**config.mk**
```make
export PLATFORM = sky130hd
export DESIGN_NAME = vls_steer_top
export DESIGN_NICKNAME = d
export VERILOG_FILES = /design/src/rtl/vls_pkg.sv /design/src/rtl/vls_group.sv /design/src/rtl/vls_seq.sv /design/src/rtl/vls_steer_top.sv
export SDC_FILE = /design/constraint.sdc
export NUM_CORES = 1
export LEC_CHECK = 0
export CAP_MARGIN = 10
export CORE_MARGIN = 10
export CORE_UTILIZATION = 40
export CTS_CLUSTER_SIZE = 25
export DETAILED_ROUTE_END_ITERATION = 8
export PLACE_DENSITY = 0.82
export SLEW_MARGIN = 20
export SYNTH_ARGS = -nofsm -noshare
export SYNTH_HDL_FRONTEND = slang
export SYNTH_SLANG_ARGS = --single-unit
```
**constraint.sdc**
```tcl
create_clock -name clk -period 6.9 [get_ports clk]
set_input_delay 0.69 -clock clk [delete_from_list [all_inputs] [get_ports clk]]
set_output_delay 0.69 -clock clk [all_outputs]
set_load 0.005 [all_outputs]
```
**src/rtl/vls_pkg.sv**
```systemverilog
package vls_pkg;
  typedef enum logic [1:0] {
    RT_NONE   = 2'd0,
    RT_GEN    = 2'd1,
    RT_SIMPLE = 2'd2,
    RT_SEQ    = 2'd3
  } route_e;

  // An instruction is long when it exceeds the general slot's capacity.
  function automatic logic is_long(input int unsigned uops, input int unsigned gen_max);
    return uops > gen_max;
  endfunction

  // Single-micro-op slots accept only a count of exactly one.
  function automatic logic fits_simple(input int unsigned uops);
    return uops == 1;
  endfunction

  // Micro-ops the sequencer can release from a remainder in one cycle.
  function automatic int unsigned seq_chunk(input int unsigned rem, input int unsigned rate);
    return (rem > rate) ? rate : rem;
  endfunction
endpackage

```
**src/rtl/vls_group.sv**
```systemverilog
module vls_group
  import vls_pkg::*;
#(
  parameter int LANES   = 3,
  parameter int UOP_W   = 6,
  parameter int GEN_MAX = 4,
  localparam int CW     = $clog2(LANES + 1)
) (
  input  logic                   busy,
  input  logic [LANES-1:0]       valid,
  input  logic [LANES*UOP_W-1:0] uops,
  output logic [2*LANES-1:0]     route,
  output logic [CW-1:0]          consumed,
  output logic                   seq_take,
  output logic [UOP_W-1:0]       lead_uops
);
  logic [LANES-1:0] taken;
  logic             lead_take;
  logic             lead_long;
  logic [LANES-1:0] chain;

  assign lead_uops = uops[UOP_W-1:0];
  assign lead_take = valid[0] && !busy;
  assign lead_long = is_long(int'(lead_uops), GEN_MAX);
  assign seq_take  = lead_take && lead_long;
  assign chain[0]  = lead_take && !lead_long;
  assign taken[0]  = lead_take;
  assign route[1:0] = !lead_take ? RT_NONE : (lead_long ? RT_SEQ : RT_GEN);

  for (genvar i = 1; i < LANES; i++) begin : g_lane
    logic [UOP_W-1:0] lane_uops;
    assign lane_uops = uops[i*UOP_W +: UOP_W];
    assign chain[i]  = chain[i-1] && valid[i] && fits_simple(int'(lane_uops));
    assign taken[i]  = chain[i];
    assign route[2*i +: 2] = chain[i] ? RT_SIMPLE : RT_NONE;
  end

  always_comb begin
    consumed = '0;
    for (int i = 0; i < LANES; i++)
      consumed = consumed + CW'(taken[i]);
  end

  // a lane is only taken when every older lane was taken too.
  always_comb begin
    for (int i = 1; i < LANES; i++)
      a_r5_prefix: assert (!taken[i] || taken[i-1]);
  end
endmodule

```
**src/rtl/vls_seq.sv**
```systemverilog
module vls_seq
  import vls_pkg::*;
#(
  parameter int UOP_W = 6,
  parameter int RATE  = 4
) (
  input  logic             clk,
  input  logic             rst_n,
  input  logic             start,
  input  logic [UOP_W-1:0] start_uops,
  output logic             busy,
  output logic [UOP_W-1:0] emit
);
  logic [UOP_W-1:0] rem_q;
  logic [UOP_W-1:0] rem_chunk;
  logic [UOP_W-1:0] start_chunk;

  assign busy        = rem_q != '0;
  assign rem_chunk   = UOP_W'(seq_chunk(int'(rem_q), RATE));
  assign start_chunk = UOP_W'(seq_chunk(int'(start_uops), RATE));

  always_comb begin
    if (start)     emit = start_chunk;
    else if (busy) emit = rem_chunk;
    else           emit = '0;
  end

  always_ff @(posedge clk) begin
    if (!rst_n)      rem_q <= '0;
    else if (start)  rem_q <= start_uops - start_chunk;
    else if (busy)   rem_q <= rem_q - rem_chunk;
  end

  // the sequencer never releases more than its rate in a cycle.
  a_r7_rate_cap: assert property (@(posedge clk) disable iff (!rst_n)
    emit <= UOP_W'(RATE));
  // a remainder that fits in one chunk ends the busy phase next cycle.
  a_r7_last_chunk: assert property (@(posedge clk) disable iff (!rst_n)
    (busy && !start && emit == rem_q) |=> !busy);
  // a new hand-off never overlaps an active expansion.
  a_r8_no_overlap: assert property (@(posedge clk) disable iff (!rst_n)
    busy |-> !start);
endmodule

```
**src/rtl/vls_steer_top.sv**
```systemverilog
module vls_steer_top
  import vls_pkg::*;
#(
  parameter int LANES   = 3,
  parameter int UOP_W   = 6,
  parameter int GEN_MAX = 4,
  parameter int RATE    = 4,
  localparam int CW     = $clog2(LANES + 1)
) (
  input  logic                   clk,
  input  logic                   rst_n,
  input  logic [LANES-1:0]       in_valid,
  input  logic [LANES*UOP_W-1:0] in_uops,
  output logic [2*LANES-1:0]     route,
  output logic [CW-1:0]          consumed,
  output logic                   busy,
  output logic [UOP_W-1:0]       seq_uops
);
  logic             seq_take_w;
  logic [UOP_W-1:0] lead_uops_w;

  vls_group #(.LANES(LANES), .UOP_W(UOP_W), .GEN_MAX(GEN_MAX)) u_group (
    .busy      (busy),
    .valid     (in_valid),
    .uops      (in_uops),
    .route     (route),
    .consumed  (consumed),
    .seq_take  (seq_take_w),
    .lead_uops (lead_uops_w)
  );

  vls_seq #(.UOP_W(UOP_W), .RATE(RATE)) u_seq (
    .clk        (clk),
    .rst_n      (rst_n),
    .start      (seq_take_w),
    .start_uops (lead_uops_w),
    .busy       (busy),
    .emit       (seq_uops)
  );

  // nothing is consumed without a valid lead instruction.
  a_r2_no_lead: assert property (@(posedge clk) disable iff (!rst_n)
    !in_valid[0] |-> (consumed == '0));
  // a hand-off to the sequencer takes exactly one instruction.
  a_r6_alone: assert property (@(posedge clk) disable iff (!rst_n)
    seq_take_w |-> (consumed == CW'(1)));
  // busy follows whether the hand-off left a remainder.
  a_r7_busy_after: assert property (@(posedge clk) disable iff (!rst_n)
    seq_take_w |=> (busy == ($past(lead_uops_w) > UOP_W'(RATE))));
  // busy blocks all intake.
  a_r8_stall: assert property (@(posedge clk) disable iff (!rst_n)
    busy |-> (consumed == '0 && route == '0));
endmodule

```
=== Word-level counts from Yosys, hierarchy flattened ===
Index checks and enable logic that the tools add are counted.

* Output and inout bits: 15
* Bits in registers: 6
* Word-level logic and storage cells: 30

* Eq/ne operators: 2
* Mux-type cells: 10
* $add $sub $neg: 4
* Reduce and logical (&&, ||, !) cells: 11
* $lt $le $gt $ge: 2

{| class="wikitable"
|+ Operators by type and width
! kind !! count
|-
| $mux 6 || 6
|-
| $eq 6x1->1 const B || 2
|-
| $gt 6x3->1 const B || 2
|-
| $sub 6x6->6 || 2
|-
| $mux 2 || 4
|-
| $logic_and 1x1->1 || 7
|-
| $reduce_bool 6->1 || 1
|-
| $add 1x1->2 || 1
|-
| $add 2x1->2 || 1
|-
| $logic_not 1->1 || 2
|-
| $reduce_bool 2->1 || 1
|}

=== Depth between registers and ports, before layout ===
* Depth in word-level cells: 9
* Depth in mapped cells: 8
* Depth with buffers taken out: 7

=== Hierarchy ===
Synthesis repeated with hierarchy kept, for this count alone.

* Cells, all modules: 104
* Area total of the unflattened synthesis: 747.0 um2

{| class="wikitable"
|+ By module, submodules not included
! module !! instances !! area an instance (um2) !! cells each
|-
| vls_seq || 1 || 531.8 || 75
|-
| vls_group || 1 || 215.2 || 29
|}

=== Worst setup path after synthesis ===
OpenSTA, ideal clock, no wires.

* Path kind: input to output
* Start: input in_valid[0]
* End: output consumed[0]
* Setup slack: 3.832 ns
* Arrival: 2.378 ns
* Cell stages on the path: 6
* Cell sequence: nor3b_1 -> nand2_1 -> nor4_2 -> nand3_1 -> fa_1 -> inv_1

* Cells in the longest elaborated chain, start to end: 7
* Elaborated cells on any way between the ends: 8

{| class="wikitable"
|+ Ends and longest elaborated chain
! what !! line !! RTL
|-
| start, declared || vls_steer_top.sv:12 || <nowiki>input logic [LANES-1:0] in_valid,</nowiki>
|-
| $logic_and 1x1->1 (*) || vls_group.sv:23 || <nowiki>assign lead_take = valid[0] && !busy;</nowiki>
|-
| $logic_and 1x1->1 || vls_group.sv:26 || <nowiki>assign chain[0] = lead_take && !lead_long;</nowiki>
|-
| $logic_and 1x1->1 (4 in a row) || vls_group.sv:33 || <nowiki>assign chain[i] = chain[i-1] && valid[i] && fits_simple(int'(lane_uops));</nowiki>
|-
| $add 2x1->2 (*) || vls_group.sv:41 || <nowiki>consumed = consumed + CW'(taken[i]);</nowiki>
|-
| end, declared || vls_steer_top.sv:15 || <nowiki>output logic [CW-1:0] consumed,</nowiki>
|}

Mark *: on every way between the ends. The rest lies on a longest branch, timed or not.

=== Worst setup path after layout ===
Same ends and word-level chain as after synthesis.

==> qor.csv <==
stage,metric,value,unit
run_status,outcome,completed,
die,fp.dieW,60.7,µm
global_routing,overflow,0,
clock_network,cts_tree,built,
routing,routed_via_density,5.52,
clock_network,clkSinkCount,6,
routing,drc_errors,0,
layout,regMostFlops,u_seq.rem_q,
clock_network,postCtsSetupBuffers,0,
layout,area_growth,50.0,%
layout,final_nets,146,
sta,fin_setup_tns,0,ns
sta,finClkSkew,0.000719,ns
synth,yosys-top-cells-area,"dfxtp_1 (18%), buf_4 (6.8%), nand2_1 (4.5%)",
sta,slew_viol_final,0,
power,seqPwrFrac,0.238,
synth,synth_area,663,µm²
hold_path,min_path_type,flop to flop,
global_routing,grt_pass1_vias,704,
sta,period_needed,4.10,ns
layout,largest_reg_flops,6,
synth,synth.top_cell.area_share,0.181,
clock_network,cts_hold_buf,0,
routing,via_count,740,
setup_path,startpoint,in_valid[0],
layout,fill_cells,139,
synth,yosysSeqAreaShare,0.181,
global_routing,antenna_found_initial,0,
clock_network,clock_latency,0.24,ns
clock_network,htree_levels,1,
power,power,0.312,mW
synth,synth_edf_count,0,
routing,ant_nets,0,
synth,async_reset_ff_frac,0,
place,place.detailed.hpwl,1.78,mm
sta,holdWs,0.578,ns
clock_network,numCtsBuffers,3,
layout,multi_input_area,489,µm²
setup_path,crit_path_end_kind,primary output,
synth,synth_seq_cells,6,
sta,setup_ws,2.80,ns
layout,layout_common_cells,"clkdlybuf4s50_1 (32), nand2_1 (8), conb_1 (7)",
sta,rsz0062_at_grt,false,
routing,drtPass1Iterations,4,
run,cap_violations,0,
routing,first_iter_violations,19,
global_routing,grt_usage,0.102,
synth,synth_cells,85,
place,place_inst,131,
synth,synth_top_cell_by_area,dfxtp_1,
place,pre_cts_slack,2.80,ns
synth,synth.distinct_cells,36,
power,clockPowerShare,0.099,
layout,instances_no_fill,134,
setup_path,cp.required,6.21,ns
sta,fin_crit_sh,0.594,
clock_network,cts_resized,0,
synth,avgSynthCellArea,7.80,µm²
power,power_frac_comb,0.663,
clock_network,root_buffer,clkbuf_4,
setup_path,arrival,3.41,ns
die,die_y,60.7,µm
place,gp_congestion,0.801,
setup_path,reg2reg_from,u_seq.rem_q[3],
die,io_pins,38,
global_routing,grt_pass1_wl,2.99,mm
setup_path,worstSetupPathType,primary input to primary output,
layout,antenna_cells,0,
routing,routed_wl,2.04,mm
layout,seqCellArea,120,µm²
clock_network,path_clk_slew,0.04,ns
power,power_density,313,nW/µm²
synth,ys.flop_type,dfxtp_1,
place,io_buffers,32,
sta,setup_viol,0,
sta,hold_viol_final,0,
die,initial_core_util,0.430,
setup_path,cp-start-kind,primary input,
die,row_count,14,
layout,postLayoutCoreUtil,0.645,
power,peakVddDrop,0.100,mV
layout,final_cell_area,995,µm²
power,p_sw,0.130,mW
power,p_sw_frac,0.416,
die,core-area,1540,µm²
die,die_area,3690,µm²
routing,routedWlPerCell,15.2,µm
layout,drive_gt1_frac,0.102,
setup_path,crit_fanout,4,
sta,max_freq,0.244,GHz
synth,yosys_warnings,0,
layout,final_common_cell,clkdlybuf4s50_1,
global_routing,grt_max_degree,9,
hold_path,min_from,u_seq.rem_q[5],
layout,top_regs,u_seq.rem_q: 6 flops,
power,leakage,0.381,nW
power,internal_power,0.182,mW
place,dpl_cell_area,972,µm²
clock_network,cts_buffer_depth,2,
## cells in the mapped netlist (3+ instances only)
cell / number
a21oi_1: 5
buf_4: 6
dfxtp_1: 6
inv_1: 5
nand2_1: 8
nand3_1: 3
nor2_1: 3
nor2b_1: 3
nor4b_1: 3
o21a_1: 4
o21ai_0: 5
or4_1: 3
## cell families after synthesis
logic type | count (synthesis) | synth area share
buffers and inverters | 13 | 0.109
AND/OR/NAND/NOR | 39 | 0.391
adder cells (fa/ha/maj) | 3 | 0.0679
AO/OA/AOI/OAI | 22 | 0.240
other | 2 | 0.0113
flip-flops | 6 | 0.181
## critical path: stages
cell             delay, ns
clkdlybuf4s50_1       0.48
nor3b_1               0.38
nand2_1               0.20
nor4_2                0.43
nand3_1               0.17
fa_1                  0.49
inv_1                 0.06
clkdlybuf4s50_1       0.50
## metal layers
metal | GRT usage | up-vias | part of all wire | wire length (µm)
met2 | 0.201 | 20 | 0.55 | 1120
li1 | - | 370 | - | -
met1 | 0.106 | 348 | 0.41 | 845
met3 | 0.00626 | 2 | 0.029 | 60
met5 | 0 | - | 0 | 0
met4 | 0.0470 | 0 | 0.0093 | 19
## worst paths after layout
kind	endpoint	slack, ns	cells after the start
hold reg to reg	u_seq.rem_q[5]	0.58	2
setup reg to reg	u_seq.rem_q[4]	4.88	6
setup / recovery	consumed[0]	2.80	8
hold / removal	u_seq.rem_q[5]	0.58	2
## power groups by stage
| stage | Clock (mW) | Sequential, mW | Combinational, mW |
|---|---|---|---|
| 2_1_floorplan | 0 | 0.0626 | 0.137 |
| 3_3_place_gp | 0 | 0.0734 | 0.205 |
| 3_5_place_dp | 0 | 0.0739 | 0.208 |
| 4_1_cts | 0.0318 | 0.0734 | 0.209 |
| 5_1_grt | 0.0331 | 0.0762 | 0.226 |
| 6_report | 0.0309 | 0.0740 | 0.207 |
## final cells by class
type                            instances  area share
Sequential cell                         6       0.121
Timing Repair Buffer                   32       0.322
Multi-Input combinational cell         71       0.492
Tap cell                               16      0.0201
Clock buffer                            3      0.0226
Inverter                                6      0.0226
No activity file was read; power rests on OpenSTA's default activity.
